$ cat src/rtl/svpwm_zsi_pkg.sv
package svpwm_zsi_pkg;
    localparam int NLEG = 3;

    // upper-switch pattern of vector code 0..7 (bit 0 = leg A)
    function automatic logic [NLEG-1:0] vec_upper(input logic [2:0] v);
        case (v)
            3'd1:    return 3'b001;
            3'd2:    return 3'b011;
            3'd3:    return 3'b010;
            3'd4:    return 3'b110;
            3'd5:    return 3'b100;
            3'd6:    return 3'b101;
            3'd7:    return 3'b111;
            default: return 3'b000;
        endcase
    endfunction

    function automatic logic [2:0] sec_next(input logic [2:0] s);
        return (s == 3'd6) ? 3'd1 : s + 3'd1;
    endfunction
endpackage

$ cat src/rtl/svpwm_seg_decode.sv
module svpwm_seg_decode #(
    parameter int CW = 8,
    parameter int PW = CW + 2
) (
    input  logic [PW-1:0] cnt,
    input  logic [2:0]    sec,
    input  logic [CW-1:0] t1,
    input  logic [CW-1:0] t2,
    input  logic [CW-1:0] t0,
    output logic [2:0]    vec,
    output logic          in_zero,
    output logic [PW-1:0] zidx
);
    import svpwm_zsi_pkg::*;

    logic [PW-1:0] qa, hb, hc, mid, e1, e2, e3, e4, e5, e6;

    always_comb begin
        qa  = PW'(t0 >> 2);
        hb  = PW'(t1 >> 1);
        hc  = PW'(t2 >> 1);
        mid = PW'(t0) - (qa << 1);
        e1  = qa;
        e2  = e1 + hb;
        e3  = e2 + hc;
        e4  = e3 + mid;
        e5  = e4 + (PW'(t2) - hc);
        e6  = e5 + (PW'(t1) - hb);

        vec     = 3'd0;
        in_zero = 1'b0;
        zidx    = '0;
        if (cnt < e1) begin
            in_zero = 1'b1;
            zidx    = cnt;
        end else if (cnt < e2) begin
            vec = sec;
        end else if (cnt < e3) begin
            vec = sec_next(sec);
        end else if (cnt < e4) begin
            vec     = 3'd7;
            in_zero = 1'b1;
            zidx    = qa + (cnt - e3);
        end else if (cnt < e5) begin
            vec = sec_next(sec);
        end else if (cnt < e6) begin
            vec = sec;
        end else begin
            in_zero = 1'b1;
            zidx    = qa + mid + (cnt - e6);
        end
    end
endmodule

$ cat src/rtl/svpwm_st_place.sv
module svpwm_st_place #(
    parameter int PW = 10
) (
    input  logic                            in_zero,
    input  logic [PW-1:0]                   zidx,
    input  logic [PW-1:0]                   st_tot,
    output logic [svpwm_zsi_pkg::NLEG-1:0]  st_mask
);
    import svpwm_zsi_pkg::*;

    logic [PW-1:0] share;
    assign share = st_tot / PW'(NLEG);

    for (genvar k = 0; k < NLEG; k++) begin : g_leg
        logic [PW-1:0] lo_b, hi_b;
        assign lo_b = PW'(k) * share;
        assign hi_b = (k == NLEG - 1) ? st_tot : PW'(k + 1) * share;
        assign st_mask[k] = in_zero && (zidx >= lo_b) && (zidx < hi_b);
    end
endmodule

$ cat src/rtl/svpwm_zsi_gen.sv
module svpwm_zsi_gen #(
    parameter int CW = 8
) (
    input  logic          clk,
    input  logic          rst_n,
    input  logic [2:0]    sec_in,
    input  logic [CW-1:0] dwell_a,
    input  logic [CW-1:0] dwell_b,
    input  logic [CW-1:0] zero_len,
    input  logic [CW-1:0] st_len,
    output logic [2:0]    gate_hi,
    output logic [2:0]    gate_lo,
    output logic          prd_start
);
    import svpwm_zsi_pkg::*;

    localparam int PW = CW + 2;

    typedef struct packed {
        logic          run;
        logic [PW-1:0] cnt;
        logic [PW-1:0] per;
        logic [2:0]    sec;
        logic [CW-1:0] t1;
        logic [CW-1:0] t2;
        logic [CW-1:0] t0;
        logic [CW-1:0] st;
    } gen_state_t;

    gen_state_t st_d, st_q;
    logic       wrap_d;

    always_comb begin
        st_d   = st_q;
        wrap_d = (st_q.cnt + PW'(1)) >= st_q.per;
        if (!st_q.run || wrap_d) begin
            st_d.run = 1'b1;
            st_d.cnt = '0;
            st_d.sec = (sec_in == 3'd0 || sec_in == 3'd7) ? 3'd1 : sec_in;
            st_d.t1  = dwell_a;
            st_d.t2  = dwell_b;
            st_d.t0  = zero_len;
            st_d.st  = (st_len > zero_len) ? zero_len : st_len;
            st_d.per = PW'(dwell_a) + PW'(dwell_b) + PW'(zero_len);
        end else begin
            st_d.cnt = st_q.cnt + PW'(1);
        end
    end

    always_ff @(posedge clk) begin
        if (!rst_n) st_q <= '0;
        else        st_q <= st_d;
    end

    logic [2:0]      vec;
    logic            in_zero;
    logic [PW-1:0]   zidx;
    logic [NLEG-1:0] st_mask;
    logic [NLEG-1:0] upper;

    svpwm_seg_decode #(.CW(CW), .PW(PW)) u_seg (
        .cnt(st_q.cnt), .sec(st_q.sec), .t1(st_q.t1), .t2(st_q.t2), .t0(st_q.t0),
        .vec(vec), .in_zero(in_zero), .zidx(zidx)
    );

    svpwm_st_place #(.PW(PW)) u_st (
        .in_zero(in_zero), .zidx(zidx), .st_tot(PW'(st_q.st)), .st_mask(st_mask)
    );

    assign upper = vec_upper(vec);

    for (genvar k = 0; k < NLEG; k++) begin : g_gate
        assign gate_hi[k] = st_q.run & (upper[k] | st_mask[k]);
        assign gate_lo[k] = st_q.run & (~upper[k] | st_mask[k]);
    end

    assign prd_start = st_q.run && (st_q.cnt == '0);
endmodule

$ cat config.mk
export PLATFORM = sky130hd
export DESIGN_NAME = svpwm_zsi_gen
export DESIGN_NICKNAME = d
export VERILOG_FILES = /design/src/rtl/svpwm_zsi_pkg.sv /design/src/rtl/svpwm_seg_decode.sv /design/src/rtl/svpwm_st_place.sv /design/src/rtl/svpwm_zsi_gen.sv
export SDC_FILE = /design/constraint.sdc
export NUM_CORES = 1
export LEC_CHECK = 0
export ABC_AREA = 1
export ABC_CLOCK_PERIOD_IN_PS = 12200
export BUFFER_PORTS_ARGS = -buffer_cell sky130_fd_sc_hd__buf_2
export CORE_UTILIZATION = 65
export DETAILED_ROUTE_END_ITERATION = 7
export PLACE_DENSITY = 0.84
export SETUP_SLACK_MARGIN = 0.3
export SKIP_CTS_REPAIR_TIMING = 1
export SYNTH_ARGS = -nofsm -noshare
export SYNTH_HDL_FRONTEND = slang
export SYNTH_SLANG_ARGS = --single-unit
$ cat constraint.sdc
create_clock -name clk -period 12.2 [get_ports clk]
set_input_delay 2.44 -clock clk [delete_from_list [all_inputs] [get_ports clk]]
set_output_delay 2.44 -clock clk [all_outputs]
set_load 0.005 [all_outputs]
==> results.tsv, run 1 <==
stage	metric	value	unit
die	ios	44	
cts	cts-root-to-sink-buffers	2	
cts	clk_latency	0.30	ns
die	dieWidth	121	µm
sta	report.final.slew_viol_count	0	
die	start_util	66.6	%
global_route	grt_pass1_wl	38700	µm
placed_design	port_buffers	43	
hold_path	worstHoldEndpoint	st_q[36]$_SDFFE_PN0P_	
sta	setup_repair_after_global_routing_missed_its_margin	false	
synth	synth.area.top_cells	sky130_fd_sc_hd__ha_1, sky130_fd_sc_hd__dfxtp_1, sky130_fd_sc_hd__inv_1, sky130_fd_sc_hd__fa_1, sky130_fd_sc_hd__nand2_1	
cts	clock-root-buffer	sky130_fd_sc_hd__clkbuf_16	
critical_path	worstPathRequired	9.76	ns
critical_path	slowest_stage_cell_on_the_critical_path	sky130_fd_sc_hd__fa_1	
layout	biggestRegsByFlops	st_q (56)	
sta	finalHoldViolCount	0	
die	core.rowCount	43	
die	core-area	0.0138	mm²
critical_path	critPathLaunchType	register	
cts	cts-htree-levels	2	
layout	most_common_cell_after_layout_fill_and_taps_aside	sky130_fd_sc_hd__inv_1	
hold_path	holdPathStages	2	
critical_path	startpoint_of_the_lowest_slack_register_to_register_path	st_q[46]$_SDFF_PP0_	
critical_path	ff2ff_setup_slack	8.04	ns
critical_path	critPathMostFrequentCell	sky130_fd_sc_hd__nand2_1	
routing	detail_route_antenna_nets	0	
die	floorplan.die_area	0.0146	mm²
layout	top_register_by_number_of_flip_flops	st_q	
critical_path	critical_path_class	register to primary output	
hold_path	worst_hold_path_class	register to register	
layout	layout-drive-gt1-share	7.91	%
placed_design	dp.cells	1508	
layout	layout-area-overhead-vs-synth	6.77	%
sta	setup_total_negative_slack	0	ns
synth	synth.ff_latch_count	56	
synth	synth_cell_type_count	46	
sta	slew_headroom	44.0	%
synth	synth_area_per_cell	7.08	µm²
sta	clock-skew-final	0.00881	ns
synth	synthesis.yosys.warnings	0	
layout	largest_reg_flops	56	
critical_path	worst_r2r_path_depth	19	
sta	final-setup-viol-count	0	
global_route	vias_in_the_first_global_route	7896	
global_route	grt_max_degree	49	
layout	stdcell_area	0.00983	mm²
critical_path	cpPeakStageDelay	0.40	ns
cts	cts_tree	yes	
cts	cts.clk_slew.worst_paths	0.08	ns
sta	finalCritPeriodShare	91.6	%
routing	routed_wl	24000	µm
job	maxCapViolations	0	
routing	drtIter0Drc	608	
synth	post-synth-top-area-cell	sky130_fd_sc_hd__ha_1	
synth	postSynthCellCount	1299	
hold_path	holdCritStartpoint	st_q[36]$_SDFFE_PN0P_	
critical_path	r2r-end	st_q[33]$_SDFFE_PN0P_	
global_route	grt_overflow	0	
cts	cts.sink_count	56	
routing	vias_per_cell	5.65	
sta	fmax	0.0895	GHz
sta	worst_slew_pin_slew	0.834	ns
critical_path	worst-endpoint-arrival	8.73	ns
layout	post_layout_nonfiller_instances	1520	
critical_path	worst_setup_path_end_kind	primary output	
layout	antenna-diode-count	0	
layout	finalNetCount	1597	
routing	drt-wirelength-per-cell	15.8	µm
routing	detailedRoute.firstPassIterationCount	5	
synth	synth.net_count	1557	
synth	share_of_the_yosys_chip_area_belonging_to_registers	12.2	%
placed_design	dpl.hpwl	20000	µm
die	die_y	121	µm
sta	post_route_minimum_period	11.17	ns
routing	drc	0	
routing	detailroute.via_count	8582	
global_route	track_usage	33.9	%
layout	layout.cells.most_common_list	sky130_fd_sc_hd__inv_1, sky130_fd_sc_hd__nand2_1, sky130_fd_sc_hd__ha_1	
critical_path	worst-path-max-fanout	8	
synth	syn_area	0.00920	mm²
global_route	number_of_antenna_violations_at_the_first_check_in_global_routing	0	
run_status	status	completed	
placed_design	dpl-instance-area	0.00959	mm²
cts	tritoncts.num_buffers	5	
synth	netlist.area_leader.share	24.7	%
placed_design	gp_congestion	0.983	
metrics by stage:
step	util, %	setup WS, ns	hold WS, ns
after global placement	69.3	1.35	0.457
after floorplan	-	2.33	0.435
final	71.1	1.03	0.483
after detailed placement	69.3	1.09	0.469
after CTS	70.5	0.749	0.479
after global routing	71.1	0.247	0.533
logic make-up after synthesis:
kind of cell	synth area share, %
XOR/XNOR	7.52
buffers and inverters	11.3
flip-flops	12.2
AND/OR/NAND/NOR	18.5
adder cells (fa/ha/maj)	33.2
multiplexers	0.326
AO/OA/AOI/OAI	16.9
how the worst max path moves through the flow:
stage,start,to,slack (ns),depth (start not counted)
detailed placement,st_q[10]$_SDFFE_PN0P_,gate_hi[1],1.09,52
CTS,st_q[10]$_SDFFE_PN0P_,gate_hi[1],0.75,52
floorplan,st_q[10]$_SDFFE_PN0P_,gate_hi[1],2.33,51
finish,st_q[10]$_SDFFE_PN0P_,gate_lo[1],1.03,52
global placement,st_q[10]$_SDFFE_PN0P_,gate_hi[1],1.35,40
global route,st_q[10]$_SDFFE_PN0P_,gate_lo[1],0.25,52
metal layers:
| metal | vias up | share of wire [%] | global-route usage, % | wire, µm |
|---|---|---|---|---|
| met4 | 0 | 2.9 | 10.7 | 701 |
| met2 | 295 | 45 | 54.8 | 10700 |
| met1 | 3905 | 46 | 47.4 | 11100 |
| li1 | 4337 | - | - | - |
| met3 | 45 | 6.0 | 3.38 | 1450 |
| met5 | - | 0 | 0 | 0 |
worst max-delay path, delay by kind of cell, from the launching register on:
kind            cells  cell delay [ns]
simple gates       19             1.90
buf+inv             9             0.72
xor+xnor            6             1.21
flops               1             0.38
compound gates     10             1.59
fa+ha+maj           8             2.66
final cells by class:
cell class	instances	area, µm²
tap	180	225
clock inverter	2	38.8
multi-input combinational	972	7080
inverter	253	955
timing repair buffer	51	275
clock buffer	6	129
fill	1115	4000
sequential	56	1120
cells in the mapped netlist, drive strengths merged:
| master | number |
|---|---|
| o22ai | 4 |
| inv | 253 |
| a31oi | 1 |
| fa | 39 |
| a21oi | 141 |
| ha | 182 |
| nand3b | 3 |
| nor2 | 91 |
| nor3 | 9 |
| mux2i | 3 |
| dfxtp | 56 |
| nand2 | 219 |
| o21ai | 75 |
| a21o | 6 |
| and2 | 2 |
| and3 | 1 |
| a21boi | 2 |
| nand4 | 13 |
| o21bai | 11 |
| xnor2 | 19 |
| xor2 | 60 |
| clkbuf | 10 |
| o32ai | 1 |
| nor4 | 2 |
| o211ai | 15 |
| o2111ai | 1 |
| buf | 8 |
| nor3b | 1 |
| a211oi | 15 |
| nand3 | 53 |
| o21a | 3 |
Power of run 1 is not shown: default switching activity piles up to over one toggle a cycle in this logic, so the estimate is an artifact.
==> run 2: changes to the inputs <==
--- a/config.mk
+++ b/config.mk
@@ -9,6 +9,7 @@
 export ABC_CLOCK_PERIOD_IN_PS = 12200
 export BUFFER_PORTS_ARGS = -buffer_cell sky130_fd_sc_hd__buf_2
 export CORE_UTILIZATION = 65
+export CTS_BUF_LIST = sky130_fd_sc_hd__clkbuf_2
 export DETAILED_ROUTE_END_ITERATION = 7
 export PLACE_DENSITY = 0.84
 export SETUP_SLACK_MARGIN = 0.3
==> results.tsv, run 2 (same netlist as run 1, synthesis figures left out) <==
stage	metric	value	unit
critical_path	worstPathRequired	9.76	ns
cts	cts-htree-levels	2	
critical_path	critical_path.n_buffers_inverters	10	
placed_design	dpl.hpwl	20000	µm
layout	layout-drive-gt1-share	9.30	%
die	core-area	0.0138	mm²
placed_design	dpl-instance-area	0.00959	mm²
layout	multi_input_comb_area	0.00713	mm²
sta	setup_total_negative_slack	0	ns
sta	hold-worst-slack	0.498	ns
layout	largest_reg_flops	56	
global_route	number_of_antenna_violations_at_the_first_check_in_global_routing	0	
routing	dr_wl_met2	10700	µm
die	die_y	121	µm
routing	routed_wl	24000	µm
critical_path	crit_family	adder cells	
cts	clock-root-buffer	sky130_fd_sc_hd__clkbuf_2	
job	maxCapViolations	0	
critical_path	critical_path_class	register to primary output	
layout	finalNetCount	1601	
routing	drc	0	
sta	post_route_minimum_period	11.28	ns
cts	cts_tree	yes	
routing	vias_per_cell	5.66	
global_route	grt_max_degree	49	
die	start_util	66.6	%
critical_path	critPathLaunchType	register	
critical_path	timing.critical_path.depth	52	
die	ios	44	
layout	antenna-diode-count	0	
layout	biggestRegsByFlops	st_q (56)	
sta	slew_headroom	43.3	%
critical_path	worst_setup_path_startpoint	st_q[25]$_SDFFE_PN0P_	
layout	layout-area-overhead-vs-synth	6.68	%
layout	stdcell_area	0.00982	mm²
global_route	vias_in_the_first_global_route	7804	
routing	detailroute.via_count	8621	
routing	detailedRoute.firstPassIterationCount	5	
critical_path	ff2ff_setup_slack	8.08	ns
sta	finalHoldViolCount	0	
critical_path	r2r-end	st_q[47]$_SDFF_PP0_	
critical_path	critPathMostFrequentCell	sky130_fd_sc_hd__inv_1	
die	floorplan.die_area	0.0146	mm²
layout	num-fill-cells	1122	
sta	setup_repair_after_global_routing_missed_its_margin	false	
routing	drtIter0Drc	597	
sta	fmax	0.0887	GHz
routing	met3_routed_wirelength	1430	µm
routing	drt-wirelength-per-cell	15.7	µm
critical_path	worst_r2r_path_depth	19	
global_route	grt_overflow	0	
global_route	track_usage	33.1	%
layout	ff_latch_area	0.00113	mm²
cts	clk_latency	0.47	ns
critical_path	cp-endpoint	gate_lo[1]	
sta	worst_slew_pin_slew	0.846	ns
critical_path	worst-endpoint-arrival	8.84	ns
global_route	grt_pass1_wl	38000	µm
routing	top_layer	met4	
routing	detail_route_antenna_nets	0	
critical_path	worst-path-max-fanout	5	
cts	cts-root-to-sink-buffers	2	
placed_design	gp_congestion	0.983	
hold_path	worst_hold_path_class	register to register	
cts	tritoncts.num_buffers	5	
layout	top_register_by_number_of_flip_flops	st_q	
sta	finalCritPeriodShare	92.4	%
cts	cts.sink_count	56	
critical_path	cpPeakStageDelay	0.43	ns
sta	report.final.slew_viol_count	0	
die	dieWidth	121	µm
layout	most_common_cell_after_layout_fill_and_taps_aside	sky130_fd_sc_hd__inv_1	
critical_path	slowest_stage_cell_on_the_critical_path	sky130_fd_sc_hd__dfxtp_4	
critical_path	startpoint_of_the_lowest_slack_register_to_register_path	st_q[46]$_SDFF_PP0_	
sta	final-setup-viol-count	0	
run_status	status	completed	
critical_path	worst_setup_path_end_kind	primary output	
routing	wl_met1	11100	µm
sta	clock-skew-final	0.0369	ns
layout	layout.cells.most_common_list	sky130_fd_sc_hd__inv_1, sky130_fd_sc_hd__nand2_1, sky130_fd_sc_hd__ha_1	
die	core.rowCount	43	
placed_design	port_buffers	43	
cts	cts.clk_slew.worst_paths	0.30	ns
-- run 2: final cells by class --
type	count	area share [%]
clock buffers	6	0.306
clock inverters	2	0.395
inverters	253	9.72
multi-input cells	972	72.6
flip-flops and latches	56	11.6
well taps	180	2.29
repair buffers	55	3.11
-- run 2: how the worst min path moves through the flow --
stage / cells past startpoint / endpoint / from / slack (ns)
final: 2 / st_q[36]$_SDFFE_PN0P_ / st_q[36]$_SDFFE_PN0P_ / 0.50
after global routing: 2 / st_q[36]$_SDFFE_PN0P_ / st_q[36]$_SDFFE_PN0P_ / 0.55
after CTS: 2 / st_q[36]$_SDFFE_PN0P_ / st_q[36]$_SDFFE_PN0P_ / 0.50
after detailed placement: 2 / st_q[36]$_SDFFE_PN0P_ / st_q[36]$_SDFFE_PN0P_ / 0.47
after global placement: 2 / st_q[36]$_SDFFE_PN0P_ / st_q[36]$_SDFFE_PN0P_ / 0.46
after floorplan: 2 / st_q[36]$_SDFFE_PN0P_ / st_q[36]$_SDFFE_PN0P_ / 0.44
-- run 2: layer usage --
layer  GRT usage (%)  vias to the layer above
li1                -                     4342
met1            47.0                     3934
met2            53.3                      298
met3            2.68                       47
met4            9.80                        0
met5               0                        -
-- run 2: tightest hold or removal path, delay by kind of cell, from the launching register on --
family	cells	cell delay [ns]
DFF	1	0.37
buffers and inverters	1	0.07
AOI/OAI and AO/OA	1	0.06
-- run 2: metrics by stage --
step	cells	setup slack (ns)	utilization [%]
3_3_place_gp	1508	1.35	69.3
2_1_floorplan	1299	2.33	-
3_5_place_dp	1508	1.09	69.3
4_1_cts	1516	0.536	69.8
6_report	1524	0.922	71.0
5_1_grt	1524	0.190	71.0
Power of run 2 is left out for the same reason.
